==> config.mk <==
export PLATFORM = sky130hd
export DESIGN_NAME = irq_dma_router
export DESIGN_NICKNAME = d
export VERILOG_FILES = /design/src/rtl/irq_dma_router.sv
export SDC_FILE = /design/constraint.sdc
export NUM_CORES = 1
export LEC_CHECK = 0
export ABC_AREA = 1
export BUFFER_PORTS_ARGS = -buffer_cell sky130_fd_sc_hd__buf_2
export CAP_MARGIN = 20
export CORE_ASPECT_RATIO = 0.5
export CORE_MARGIN = 1
export CORE_UTILIZATION = 44
export DETAILED_ROUTE_END_ITERATION = 8
export PLACE_DENSITY = 0.79
export SLEW_MARGIN = 20
export SYNTH_ARGS = -nofsm -noshare
export SYNTH_HDL_FRONTEND = slang
export SYNTH_SLANG_ARGS = --single-unit
==> constraint.sdc <==
create_clock -name clk -period 0.9 [get_ports clk]
set_input_delay 0.045 -clock clk [delete_from_list [all_inputs] [get_ports clk]]
set_output_delay 0.045 -clock clk [all_outputs]
set_load 0.01 [all_outputs]
==> src/rtl/irq_dma_router.sv <==
module irq_dma_router #(
  parameter int ADDR_W    = 4,
  parameter int DATA_W    = 32,
  parameter int NREQ      = 13,
  parameter int CLKEN_POS = 8,
  parameter int DMAEN_POS = 7
) (
  input  logic              clk,
  input  logic              rst_n,
  input  logic              bus_wr,
  input  logic              bus_rd,
  input  logic [ADDR_W-1:0] bus_addr,
  input  logic [DATA_W-1:0] bus_wdata,
  output logic [DATA_W-1:0] bus_rdata,
  input  logic [NREQ-1:0]   evt_set,
  output logic              cpu_irq,
  output logic              rx_dma_req,
  output logic              tx_dma_req,
  output logic              xfer_abort,
  output logic              clk_en
);

  localparam logic [ADDR_W-1:0] A_CLK  = ADDR_W'(0);
  localparam logic [ADDR_W-1:0] A_STAT = ADDR_W'(1);
  localparam logic [ADDR_W-1:0] A_CTRL = ADDR_W'(2);
  localparam logic [ADDR_W-1:0] A_MASK = ADDR_W'(3);
  localparam logic [ADDR_W-1:0] A_REQ  = ADDR_W'(4);
  localparam logic [ADDR_W-1:0] A_RXD  = ADDR_W'(5);
  localparam logic [ADDR_W-1:0] A_TXD  = ADDR_W'(6);

  localparam int B_CLKOFF = 4;
  localparam int B_RXF    = 5;
  localparam int B_TXF    = 6;
  localparam logic [NREQ-1:0] FIFO_BITS =
    (NREQ'(1) << B_RXF) | (NREQ'(1) << B_TXF);

  logic [NREQ-1:0] req_q, mask_q, req_nxt, set_v, clr_v, eff_mask;
  logic            dma_en_q, clk_en_q;
  logic            wr_clk, stop_w, start_w;
  logic            unused_wbits;

  assign unused_wbits = ^bus_wdata;

  assign wr_clk  = bus_wr && (bus_addr == A_CLK);
  assign stop_w  = wr_clk && bus_wdata[0];
  assign start_w = wr_clk && bus_wdata[1];

  always_comb begin
    set_v = evt_set;
    if (stop_w) set_v[B_CLKOFF] = 1'b1;
    clr_v = '0;
    if (bus_wr && bus_addr == A_REQ) clr_v = bus_wdata[NREQ-1:0];
    if (start_w) clr_v[B_CLKOFF] = 1'b1;
    if (bus_rd && bus_addr == A_RXD) clr_v[B_RXF] = 1'b1;
    if (bus_wr && bus_addr == A_TXD) clr_v[B_TXF] = 1'b1;
    req_nxt = (req_q & ~clr_v) | set_v;
  end

  assign eff_mask = mask_q | (dma_en_q ? FIFO_BITS : '0);

  always_ff @(posedge clk) begin
    if (!rst_n) begin
      req_q      <= '0;
      mask_q     <= '0;
      dma_en_q   <= 1'b0;
      clk_en_q   <= 1'b0;
      cpu_irq    <= 1'b0;
      rx_dma_req <= 1'b0;
      tx_dma_req <= 1'b0;
      xfer_abort <= 1'b0;
    end else begin
      req_q <= req_nxt;
      if (bus_wr && bus_addr == A_MASK) mask_q <= bus_wdata[NREQ-1:0];
      if (bus_wr && bus_addr == A_CTRL) dma_en_q <= bus_wdata[DMAEN_POS];
      if (stop_w)       clk_en_q <= 1'b0;
      else if (start_w) clk_en_q <= 1'b1;
      cpu_irq    <= |(req_q & ~eff_mask);
      rx_dma_req <= dma_en_q && req_q[B_RXF];
      tx_dma_req <= dma_en_q && req_q[B_TXF];
      xfer_abort <= stop_w;
    end
  end

  assign clk_en = clk_en_q;

  always_comb begin
    bus_rdata = '0;
    case (bus_addr)
      A_STAT: bus_rdata[CLKEN_POS] = clk_en_q;
      A_CTRL: bus_rdata[DMAEN_POS] = dma_en_q;
      A_MASK: bus_rdata[NREQ-1:0]  = mask_q;
      A_REQ:  bus_rdata[NREQ-1:0]  = req_q;
      default: bus_rdata = '0;
    endcase
  end

  p_evt_sets_r2: assert property (@(posedge clk) disable iff (!rst_n)
    (|evt_set) |=> ((req_q & $past(evt_set)) == $past(evt_set)));

  p_set_wins_r10: assert property (@(posedge clk) disable iff (!rst_n)
    (bus_rd && bus_addr == A_RXD && evt_set[B_RXF]) |=> req_q[B_RXF]);

  p_mask_store_r3: assert property (@(posedge clk) disable iff (!rst_n)
    (bus_wr && bus_addr == A_MASK) |=> (mask_q == $past(bus_wdata[NREQ-1:0])));

  p_unmasked_irq_r4: assert property (@(posedge clk) disable iff (!rst_n)
    ((req_q & ~mask_q & ~FIFO_BITS) != '0) |=> cpu_irq);

  p_dma_steer_r5: assert property (@(posedge clk) disable iff (!rst_n)
    (dma_en_q && (req_q & ~mask_q & ~FIFO_BITS) == '0) |=> !cpu_irq);

  p_dma_off_r6: assert property (@(posedge clk) disable iff (!rst_n)
    !dma_en_q |=> (!rx_dma_req && !tx_dma_req));

  p_stop_clk_r7: assert property (@(posedge clk) disable iff (!rst_n)
    stop_w |=> (!clk_en && req_q[B_CLKOFF] && xfer_abort));

  p_start_clk_r8: assert property (@(posedge clk) disable iff (!rst_n)
    (start_w && !stop_w && !evt_set[B_CLKOFF]) |=> (clk_en && !req_q[B_CLKOFF]));

endmodule

Yosys cells after proc, flatten, opt, wreduce, memory -nomap -nowiden
Cells that the tools add are included.
{"block": "word_totals", "ff_bits": 32, "in_bits": 53, "out_inout_bits": 37, "elab_cells": 44}
{"block": "classes", "eq_ne": 6, "mux": 10, "bitwise": 7, "reduce_logical": 13}
{"cell": "13-bit AND", "n": 2}
{"cell": "13-bit NOT", "n": 2}
{"cell": "7-bit one-hot mux with 2 select lines", "n": 1}
{"cell": "13-bit two-way mux", "n": 1}
{"cell": "13-bit OR", "n": 1}
{"cell": "13-bit by 7-bit OR with 13-bit output", "n": 1}
{"cell": "13-bit OR reduction", "n": 1}
{"cell": "4-bit by 3-bit == test with 1-bit output, second input constant", "n": 3}
{"cell": "1-bit logical AND", "n": 10}
{"cell": "4-bit by 2-bit == test with 1-bit output, second input constant", "n": 2}
{"cell": "4-bit one-hot mux with 2 select lines", "n": 1}
{"cell": "7-bit two-way mux", "n": 1}
{"cell": "1-bit one-hot mux with 3 select lines", "n": 2}
{"cell": "4-bit by 1-bit == test with 1-bit output, second input constant", "n": 1}
{"cell": "4-bit logical NOT", "n": 1}
{"cell": "1-bit two-way mux", "n": 4}
{"cell": "2-bit OR reduction", "n": 1}
{"cell": "1-bit NOT", "n": 1}

Depth between registers and ports, before layout
{"block": "logic_depth", "ltp_word": 7, "mapped_depth": 8, "mapped_depth_nobuf": 7}

Worst setup path after synthesis
No wires, ideal clock.
{"block": "synth_timing", "path_kind": "input to output", "from": "input bus_addr[2]", "to": "output bus_rdata[11]", "arrival_ps": 798, "required_ps": 855, "path_slack_ps": 57, "path_stages": 4, "n_path_buf": 1, "path_cell_list": "nor2_4 > nand3_1 > buf_2 > o21ai_0"}
{"block": "synth_between", "elab_chain_len": 2, "word_cells_on_any_way": 3, "classes_between": "2 x eq/ne; 1 x mux"}
{"element": "start, declared", "line": "12", "rtl": "input logic [ADDR_W-1:0] bus_addr,"}
{"element": "4-bit by 3-bit == test with 1-bit output / 4-bit by 2-bit == test with 1-bit output (equally long branches)", "line": "88", "rtl": "case (bus_addr)"}
{"element": "4-bit one-hot mux with 2 select lines (*)", "line": "88"}
{"element": "end, declared", "line": "14", "rtl": "output logic [DATA_W-1:0] bus_rdata,"}
Mark *: on every way between the ends. The rest lies on a longest branch, timed or not.

Worst setup path in the final report
{"block": "layout_timing", "from": "input bus_addr[2]", "to": "output bus_rdata[8]"}
{"block": "layout_between", "elab_chain_len": 2, "word_cells_on_any_way": 4, "classes_between": "3 x eq/ne; 1 x mux"}
{"element": "4-bit by 3-bit == test with 1-bit output (tied with other cells)", "line": "88"}
{"element": "1-bit one-hot mux with 3 select lines (*)", "line": "88"}
Marks and branches as above.

==> out/qor.csv <==
stage,metric,value,unit
synthesis,"top cells by count, synth","43 x nand2_1, 36 x inv_1, 32 x dfxtp_1, 29 x a21oi_1, 22 x o21ai_0",
floorplanning,die area,4060,um2
grt,largest net degree at the start of global routing,19,
floorplanning,IO Count,90,
synthesis,"count leader, synth",nand2_1,
grt,Overflow after GRT,0,
clock_tree,CTS clock-pin slew for the worst setup and hold paths,0.07,ns
sta,Max Clk Rate,921,MHz
sta,unrepaired setup endpoints after global routing,yes,
synthesis,post-synthesis area per instance,7.01,um2
critical_path,ordered cell list for the critical path,buf_2 -> nor2_4 -> nand3_1 -> buf_6 -> o221ai_2 -> buf_2,
synthesis,Syn Inst Count,238,
layout,Area Growth Syn to Fin,49.7,%
placed_design,Inst Count DP,354,
placed_design,PortBufs,51,
routing,antenna-violating nets left,0,
power_and_ir_drop,VDD IR max,554,uV
grt,vias in the first global route,1710,
routing,DRT iter0 DRCs,169,
synthesis,dominant cell type by area after synthesis,dfxtp_1,
critical_path,Crit Path Class,input pin to output pin,
clock_tree,# clock sinks,32,
sta,minimum clock period after layout,1.09,ns
synthesis,synthesized area,1670,um2
critical_path,critical path endpoint category,output pin,
critical_path,cell mode on critical path,buf_2,
floorplanning,Die Y-Extent,45.6,um
sta,final period utilization,1.21,
critical_path,Worst Path Buf+Inv,3,
grt,initial antenna violation count,0,
run_status,status,finished with violations,
synthesis,Yosys Warn Count,0,
critical_path,worst path arrival time,1.04,ns
sta,Clock Skews,0.00585,ns
floorplanning,Site Rows,15,
sta,Final setup viols,14,
floorplanning,die width,89.1,um
layout,final non-filler cell total,381,
clock_tree,CTS Buffer Depth,2,
hold_path,type of the most critical hold path,input pin to flip-flop,
routing,vias per inst,5.15,
placed_design,pre-CTS setup slack,-0.102,ns
critical_path,crit start category,input pin,
sta,"Slew Viols, Final",0,
floorplanning,initial core utilization,0.473,
grt,first-pass GRT wire length,7810,um
placed_design,GPL Wtd Cong,0.890,
placed_design,DPL Wire Length,3250,um
synthesis,Post-synth EDFFs,0,
sta,final hold vios,0,
layout,layout cells sized above 1,0.448,
power_and_ir_drop,pwr/cell area,1350,nW/um2
clock_tree,clock root cell,clkbuf_8,
critical_path,"slowest stage cell, crit path",buf_6,
run_status,failing checks,setup timing,
critical_path,worst-path fanout max,9,
power_and_ir_drop,Pleak,0.00119,uW
layout,nets,383,
synthesis,"FFs w/ async S/R, synth",0,
clock_tree,CTS tree,done,
synthesis,Yosys top cell area share,0.384,
sta,Setup WS post-layout,-0.186,ns
clock_tree,Inserted Clock Buffers,5,
synthesis,#FFs+latches synth,32,
routing,total wire length,5560,um
routing,drt wl/cell,14.6,um
routing,routed via count,1962,
synthesis,Synth cell types,23,
critical_path,CP top delay family,buffers and inverters,
synthesis,"Top FF cell, synth",dfxtp_1,
critical_path,"Req. time, crit path",0.85,ns
synthesis,ranking of synthesized cells by area,"dfxtp_1 38%, nand2_1 9.7%, a21oi_1 8.7%, buf_4 8.5%, inv_1 8.1%",
job,max capacitance violation total,0,
synthesis,post-synthesis sequential area ratio,0.384,
routing,DRT Pass-1 Iters,4,
routing,detailed-route DRC error count,0,
clock_tree,# H-tree levels,2,
floorplanning,Core Footprint,3530,um2
clock_tree,clk_lat worst skew,0.29,ns
critical_path,Slowest Stage Delay on Critical Path,0.19,ns
layout,n_diodes,0,
grt,All-Layer GR Usage,0.262,
==> repair_timing <==
item                       CTS  global route
buffers inserted             7             2
gates resized for setup     54            16
gates cloned                 0             0
hold endpoints to repair    11             0
hold buffers                11             0
setup endpoints to repair   14            16
pin swaps                   11            13
==> where the power goes <==
group,switching (uW),internal [uW]
Sequential,41.3,1490
Clock,539,681
Combinational,350,281
==> kinds of logic after synthesis <==
kind of cell,share of synthesized area
AO/OA/AOI/OAI,0.187
buffers and inverters,0.197
flip-flops,0.384
other,0.00225
AND/OR/NAND/NOR,0.230
==> through the flow <==
stage / TNS [ns] / power (uW) / utilization / hold WS [ns] / cell area (um2)
after floorplan: 0 / 1840 / - / 0.179 / 1740
after global placement: -0.922 / 2000 / 0.586 / 0.284 / 2070
after detailed placement: -1.93 / 2010 / 0.586 / 0.290 / 2070
after CTS: -1.45 / 3310 / 0.694 / 0.00323 / 2450
after global routing: -2.79 / 3490 / 0.708 / 0.0321 / 2500
final: -1.93 / 3380 / 0.708 / 0.00223 / 2500
==> registers in the layout (all words and copies together), names as in the netlist <==
name,flops
tx_dma_req,1
clk_en,1
rx_dma_req,1
dma_en_q,1
cpu_irq,1
req_q,13
mask_q,13
xfer_abort,1
==> layout by cell type (no fill, tap or decap), types with 4 or more instances in the layout <==
master         synthesis  final
a21oi_1               29     28
buf_2                  5     50
buf_4                 19     21
buf_6                  1     10
clkbuf_8               0      7
conb_1                 1     19
dfxtp_1               32     13
dfxtp_2                0     19
dlygate4sd3_1          0     11
inv_1                 36     25
inv_2                  1     12
nand2_1               43     37
nand2_2                0      5
nand3_1               16     11
nand3_2                0      5
nor2_1                10      9
nor2_4                 4      4
o21ai_0               22     14
o21ai_1                3      8
o22ai_2                0      4
==> final cells by class <==
type / instances / area [um2]
Timing Repair Buffer: 94 / 671
Inverter: 38 / 143
Sequential cell: 32 / 664
Multi-Input combinational cell: 159 / 861
Tap cell: 51 / 63.8
Fill cell: 255 / 1030
Clock buffer: 7 / 96.3
==> final timing paths <==
check | from | to | slack (ns) | cells past startpoint
max | bus_addr[2] | bus_rdata[8] | -0.19 | 6
min | evt_set[5] | req_q[5] | 0.002 | 3
max reg2reg | req_q[9] | cpu_irq | -0.15 | 7
min reg2reg | mask_q[2] | mask_q[2] | 0.46 | 2
==> layer usage <==
layer,vias up,part of all wire,track usage
met3,35,0.088,0.0779
met2,131,0.47,0.446
li1,911,-,-
met5,-,0,0
met1,885,0.40,0.313
met4,0,0.044,0.117
==> worst min-delay path, stage by stage <==
cell and delay, ns:
buf_2 0.09, inv_1 0.07, a21oi_2 0.05
Power figures use the tool's default switching activity.
